`config.mk`:
```
export PLATFORM = sky130hd
export DESIGN_NAME = alu8_core
export DESIGN_NICKNAME = d
export VERILOG_FILES = /design/src/rtl/alu8_pkg.sv /design/src/rtl/alu8_arith.sv /design/src/rtl/alu8_logic.sv /design/src/rtl/alu8_shift.sv /design/src/rtl/alu8_flags.sv /design/src/rtl/alu8_core.sv
export SDC_FILE = /design/constraint.sdc
export NUM_CORES = 1
export LEC_CHECK = 0
export CAP_MARGIN = 20
export CORE_MARGIN = 3
export CORE_UTILIZATION = 45
export DETAILED_ROUTE_END_ITERATION = 8
export PLACE_DENSITY = 0.74
export SLEW_MARGIN = 10
export SYNTH_ARGS = -nofsm -noshare
export SYNTH_HDL_FRONTEND = slang
export SYNTH_SLANG_ARGS = --single-unit
```
`constraint.sdc`:
```
create_clock -name clk -period 10 [get_ports clk]
set_input_delay 3 -clock clk [delete_from_list [all_inputs] [get_ports clk]]
set_output_delay 3 -clock clk [all_outputs]
set_load 0.005 [all_outputs]
```
`src/rtl/alu8_pkg.sv`:
```
package alu8_pkg;

  typedef enum logic [3:0] {
    OP_ADD  = 4'd0,
    OP_ADC  = 4'd1,
    OP_SUB  = 4'd2,
    OP_SBC  = 4'd3,
    OP_AND  = 4'd4,
    OP_OR   = 4'd5,
    OP_TST  = 4'd6,
    OP_CMP  = 4'd7,
    OP_SHL  = 4'd8,
    OP_SHR  = 4'd9,
    OP_SWP  = 4'd10,
    OP_INC  = 4'd11,
    OP_DEC  = 4'd12,
    OP_SETC = 4'd13,
    OP_CLRC = 4'd14,
    OP_IDLE = 4'd15
  } alu_op_e;

  localparam int OP_BITS = 4;

endpackage

```
`src/rtl/alu8_arith.sv`:
```
module alu8_arith
  import alu8_pkg::*;
#(
  parameter int WIDTH = 8
) (
  input  alu_op_e          op,
  input  logic [WIDTH-1:0] a,
  input  logic [WIDTH-1:0] b,
  input  logic             cin,
  output logic [WIDTH-1:0] sum,
  output logic             cflag
);

  localparam int FW = WIDTH + 1;

  logic [WIDTH-1:0] b_eff;
  logic             ci;
  logic             is_sub;
  logic [FW-1:0]    full;

  // One adder serves every arithmetic op: subtraction uses the inverted
  // operand and carry-in, and the carry out is inverted to give a borrow.
  always_comb begin
    b_eff  = b;
    ci     = 1'b0;
    is_sub = 1'b0;
    case (op)
      OP_ADD: begin b_eff = b;  ci = 1'b0; end
      OP_ADC: begin b_eff = b;  ci = cin;  end
      OP_SUB, OP_CMP: begin
        b_eff = ~b; ci = 1'b1; is_sub = 1'b1;
      end
      OP_SBC: begin b_eff = ~b; ci = ~cin; is_sub = 1'b1; end
      OP_INC: begin b_eff = '0; ci = 1'b1; end
      OP_DEC: begin b_eff = '1; ci = 1'b0; is_sub = 1'b1; end
      default: begin b_eff = b; ci = 1'b0; end
    endcase
  end

  assign full  = {1'b0, a} + {1'b0, b_eff} + {{WIDTH{1'b0}}, ci};
  assign sum   = full[WIDTH-1:0];
  assign cflag = full[WIDTH] ^ is_sub;

endmodule

```
`src/rtl/alu8_logic.sv`:
```
module alu8_logic
  import alu8_pkg::*;
#(
  parameter int WIDTH = 8
) (
  input  alu_op_e          op,
  input  logic [WIDTH-1:0] a,
  input  logic [WIDTH-1:0] b,
  output logic [WIDTH-1:0] res
);

  always_comb begin
    case (op)
      OP_OR:   res = a | b;
      default: res = a & b;
    endcase
  end

endmodule

```
`src/rtl/alu8_shift.sv`:
```
module alu8_shift
  import alu8_pkg::*;
#(
  parameter int WIDTH = 8
) (
  input  alu_op_e          op,
  input  logic [WIDTH-1:0] a,
  input  logic             cin,
  output logic [WIDTH-1:0] res,
  output logic             cout
);

  localparam int HALF = WIDTH / 2;

  logic [WIDTH-1:0] swapped;

  generate
    if (WIDTH % 2 == 0) begin : g_even
      assign swapped = {a[HALF-1:0], a[WIDTH-1:HALF]};
    end else begin : g_odd
      assign swapped = a;
    end
  endgenerate

  always_comb begin
    case (op)
      OP_SHL: begin
        res  = {a[WIDTH-2:0], cin};
        cout = a[WIDTH-1];
      end
      OP_SHR: begin
        res  = {cin, a[WIDTH-1:1]};
        cout = a[0];
      end
      default: begin
        res  = swapped;
        cout = cin;
      end
    endcase
  end

endmodule

```
`src/rtl/alu8_flags.sv`:
```
module alu8_flags (
  input  logic clk,
  input  logic rst,
  input  logic en,
  input  logic c_d,
  input  logic z_d,
  output logic c_q,
  output logic z_q
);

  always_ff @(posedge clk) begin
    if (rst) begin
      c_q <= 1'b0;
      z_q <= 1'b0;
    end else if (en) begin
      c_q <= c_d;
      z_q <= z_d;
    end
  end

endmodule

```
`src/rtl/alu8_core.sv`:
```
module alu8_core
  import alu8_pkg::*;
#(
  parameter int WIDTH = 8
) (
  input  logic             clk,
  input  logic             rst,
  input  logic [3:0]       op,
  input  logic             flag_en,
  input  logic [WIDTH-1:0] opa,
  input  logic [WIDTH-1:0] opb,
  output logic [WIDTH-1:0] result,
  output logic             res_we,
  output logic             c_next,
  output logic             z_next,
  output logic             c_flag,
  output logic             z_flag
);

  alu_op_e          op_e;
  logic [WIDTH-1:0] ar_sum;
  logic             ar_c;
  logic [WIDTH-1:0] lg_res;
  logic [WIDTH-1:0] sh_res;
  logic             sh_c;

  assign op_e = alu_op_e'(op);

  alu8_arith #(.WIDTH(WIDTH)) arith_i (
    .op(op_e), .a(opa), .b(opb), .cin(c_flag), .sum(ar_sum), .cflag(ar_c)
  );

  alu8_logic #(.WIDTH(WIDTH)) logic_i (
    .op(op_e), .a(opa), .b(opb), .res(lg_res)
  );

  alu8_shift #(.WIDTH(WIDTH)) shift_i (
    .op(op_e), .a(opa), .cin(c_flag), .res(sh_res), .cout(sh_c)
  );

  always_comb begin
    result = opa;
    res_we = 1'b0;
    c_next = c_flag;
    z_next = z_flag;
    case (op_e)
      OP_ADD, OP_ADC, OP_SUB, OP_SBC, OP_INC, OP_DEC: begin
        result = ar_sum;
        res_we = 1'b1;
        c_next = ar_c;
        z_next = ~|ar_sum;
      end
      OP_AND, OP_OR: begin
        result = lg_res;
        res_we = 1'b1;
        z_next = ~|lg_res;
      end
      OP_TST: begin
        result = lg_res;
        z_next = ~|lg_res;
      end
      OP_CMP: begin
        result = ar_sum;
        c_next = ar_c;
        z_next = ~|ar_sum;
      end
      OP_SHL, OP_SHR: begin
        result = sh_res;
        res_we = 1'b1;
        c_next = sh_c;
        z_next = ~|sh_res;
      end
      OP_SWP: begin
        result = sh_res;
        res_we = 1'b1;
      end
      OP_SETC: begin
        c_next = 1'b1;
        z_next = 1'b1;
      end
      OP_CLRC: begin
        c_next = 1'b0;
        z_next = 1'b1;
      end
      OP_IDLE: begin
        res_we = 1'b0;
      end
      default: begin
        res_we = 1'b0;
      end
    endcase
  end

  alu8_flags flags_i (
    .clk(clk), .rst(rst), .en(flag_en),
    .c_d(c_next), .z_d(z_next), .c_q(c_flag), .z_q(z_flag)
  );

endmodule

```
==> impl_metrics.csv, run 1 <==
group,metric,value,unit
final_layout,fin_nets,274,
place,dp.cells,279,
clock_network,cts_tree,"built",
clock_network,clockRootBuffer,"clkbuf_4",
timing,worst_pin_slew,702,ps
place,port_buffers,35,
clock_network,h-tree-depth,1,
timing,hold_slack,551,ps
setup_path,reg2regPathDepth,11,
final_layout,syn_to_final_growth,28.1,%
setup_path,worst_setup_path_start_kind,"primary input",
power_and_ir_drop,swShare,0.450,
routing,wirelength,4.87,mm
global_route,grt-ovfl-total,0,
power_and_ir_drop,powerDensity,80.6,nW/um^2
setup_path,cp_max_fo,10,
timing,fin_setup_tns,0,ps
hold_path,holdCritStartpoint,"flags_i.z_q$_SDFFE_PP0P_",
routing,routedWlPerCell,17.3,um
synth,synth_area_leaders,"nand2_1, ha_1, a21oi_1, o21ai_0, maj3_1",
global_route,grt_pass1_wl,7.87,mm
global_route,antenna_found_initial,0,
floorplanning,die_h,62.6,um
place,postPlaceCellArea,1820,um^2
synth,synth_edf_count,0,
power_and_ir_drop,clockPowerShare,0.125,
setup_path,r2r_slack,6900,ps
floorplanning,dieArea,3920,um^2
final_layout,diodes,0,
clock_network,cts_resized,0,
final_layout,stdcell_count,282,
setup_path,worstSetupPathType,"in -> out",
final_layout,num-fill-cells,284,
setup_path,cp.arrival,6790,ps
power_and_ir_drop,p_seq_frac,0.067,
job,cap_violations,0,
timing,rsz0062_at_grt,"no",
global_route,grt_max_degree,25,
synth,ys_ff_latch,2,
global_route,grt_use_total,0.243,
floorplanning,io_pins,36,
hold_path,hold_path_depth,2,
clock_network,clock_path_buffers,2,
hold_path,min_path_type,"reg -> reg",
timing,setup_viol,0,
routing,post-route-drc-count,0,
power_and_ir_drop,vdd_drop_max,67.3,uV
clock_network,cts_setup_buffers,0,
routing,drt_iter0_markers,177,
timing,timing.fmax,0.102,GHz
place,post-dp-hpwl,3.68,mm
synth,synthArstFlopShare,0,
setup_path,worstPathRequired,7000,ps
synth,syn-instance-count,211,
timing,fin_crit_sh,0.979,
power_and_ir_drop,p_int,0.0000819,W
floorplanning,core,2900,um^2
power_and_ir_drop,leakage,0.713,nW
timing,fin_crit,9790,ps
setup_path,regToRegEndpoint,"flags_i.z_q$_SDFFE_PP0P_",
floorplanning,die_w,62.6,um
synth,synth_area_leader_cell,"nand2_1",
synth,netlist.area_leader.share,0.0625,
hold_path,hold_end,"flags_i.z_q$_SDFFE_PP0P_",
final_layout,postLayoutCoreUtil,0.637,
synth,synth-seq-area-share,0.0278,
setup_path,reg2reg_from,"flags_i.c_q$_SDFFE_PP0P_",
routing,num_vias,1786,
clock_network,cts_buffers,3,
synth,synth.avg_cell_area,6.83,um^2
routing,postRouteAntennaNets,0,
final_layout,final_cell_mix,"clkdlybuf4s50_1, nand2_1, nor2_1",
synth,synth_cell_types,55,
timing,slew_headroom,0.532,
status,outcome,"finished clean",
power_and_ir_drop,switchingPower,0.0000671,W
synth,synth-main-ff-cell,"dfxtp_1",
final_layout,drive_gt1_frac,0.0958,
clock_network,clock_latency,230,ps
clock_network,cts_hold_buf,0,
timing,finalClockSkew,1.26,ps
routing,vias_per_cell,6.33,
clock_network,cts.sinks,2,
timing,final_max_slew_viol_count,0,
clock_network,cts.clk_slew.worst_paths,30,ps
routing,drtPass1Iterations,5,
synth,syn_nets,243,
power_and_ir_drop,p_comb_frac,0.808,
final_layout,mostFrequentLayoutCell,"clkdlybuf4s50_1",
floorplanning,row_count,19,
setup_path,critPathCaptureType,"output pin",
final_layout,final_cell_area,1850,um^2
synth,yosysWarnings,0,
global_route,grt_pass1_vias,1632,
place,globalplace.congestion,0.940,
synth,mappedNetlistArea,1440,um^2
timing,hold_viol_final,0,
floorplanning,initial_utilization,0.497,
[metrics by stage]
step           power [W]  setup slack (ps)
2_1_floorplan  0.0000804              1270
4_1_cts         0.000147               192
3_5_place_dp    0.000128               209
6_report        0.000149               208
3_3_place_gp    0.000126               301
5_1_grt         0.000162              23.3
[power groups by stage]
stage	clock [W]	sequential (W)	combinational (W)
detailed placement	0	0.0000100	0.000118
global route	0.0000198	0.0000101	0.000132
CTS	0.0000185	0.00000999	0.000119
floorplan	0	0.00000970	0.0000707
finish	0.0000186	0.0000100	0.000120
global placement	0	0.00000998	0.000116
[flip-flops by register name, indices dropped and copies added (netlist names)]
signal	flops
flags_i.c_q	1
flags_i.z_q	1
[how the worst max path moves through the flow]
stage / depth (start not counted) / end / start
6_report: 13 / z_next / op[2]
2_1_floorplan: 12 / z_next / op[0]
4_1_cts: 13 / z_next / op[3]
3_3_place_gp: 13 / z_next / op[3]
3_5_place_dp: 13 / z_next / op[3]
5_1_grt: 13 / z_next / op[2]
[layer usage]
layer | GRT usage | part of all wire
met5 | 0 | 0
met4 | 0.0799 | 0.016
met3 | 0.0270 | 0.084
met2 | 0.378 | 0.46
met1 | 0.345 | 0.44
[final cells by class]
cell class / count / area (um^2) / area share
Multi-Input combinational cell: 187 / 1300 / 0.704
Tap cell: 42 / 52.6 / 0.0285
Inverter: 5 / 18.8 / 0.0102
Timing Repair Buffer: 43 / 413 / 0.224
Clock buffer: 3 / 22.5 / 0.0122
Sequential cell: 2 / 40.0 / 0.0217
[kinds of logic after synthesis]
group	Yosys count	share of synthesized area
and+or+nand+nor	73	0.256
muxes	10	0.0720
xor gates and xnor gates	5	0.0304
adders and majority gates	17	0.145
AOI/OAI and AO/OA	82	0.398
DFF	2	0.0278
buffers and inverters	22	0.0703
[synthesized netlist by cell type (2+ instances only)]
master / n
inv_1: 4
and2_1: 2
a22oi_1: 5
clkbuf_1: 6
a21oi_1: 17
o21ai_1: 2
nand3b_1: 4
o221ai_1: 7
a22o_1: 3
a21o_1: 4
xnor2_1: 3
o22ai_1: 2
nor2_1: 18
o21ai_0: 15
mux2i_1: 7
mux2_2: 3
ha_1: 7
o2111ai_1: 2
nor4_1: 2
dfxtp_1: 2
o211ai_1: 2
a222oi_1: 2
nand4_1: 2
maj3_1: 7
a221o_1: 2
and3_1: 2
nand2_1: 24
nand3_1: 2
a211oi_1: 5
o21bai_1: 2
nor3_1: 5
xor2_1: 2
fa_1: 2
a311oi_1: 2
o31ai_1: 3
nor2b_1: 4
nand2b_1: 2
buf_2: 9
[worst max-delay path: stages]
cell             delay (ps)
clkdlybuf4s50_1         660
nand2_1                 200
nor2_1                  170
nor2_1                   60
o221a_2                 260
fa_1                    430
inv_1                    80
fa_1                    420
or3b_1                  390
nor4b_2                 300
o2111ai_1               200
nand2_1                 110
clkdlybuf4s50_1         500
Power figures use the tool's default switching activity.
==> inputs of run 2 (changes only) <==
- CTS_CLUSTER_SIZE: not set -> 24
==> results of run 2 <==
Final layout, timing and power as in run 1 (identical DEF).
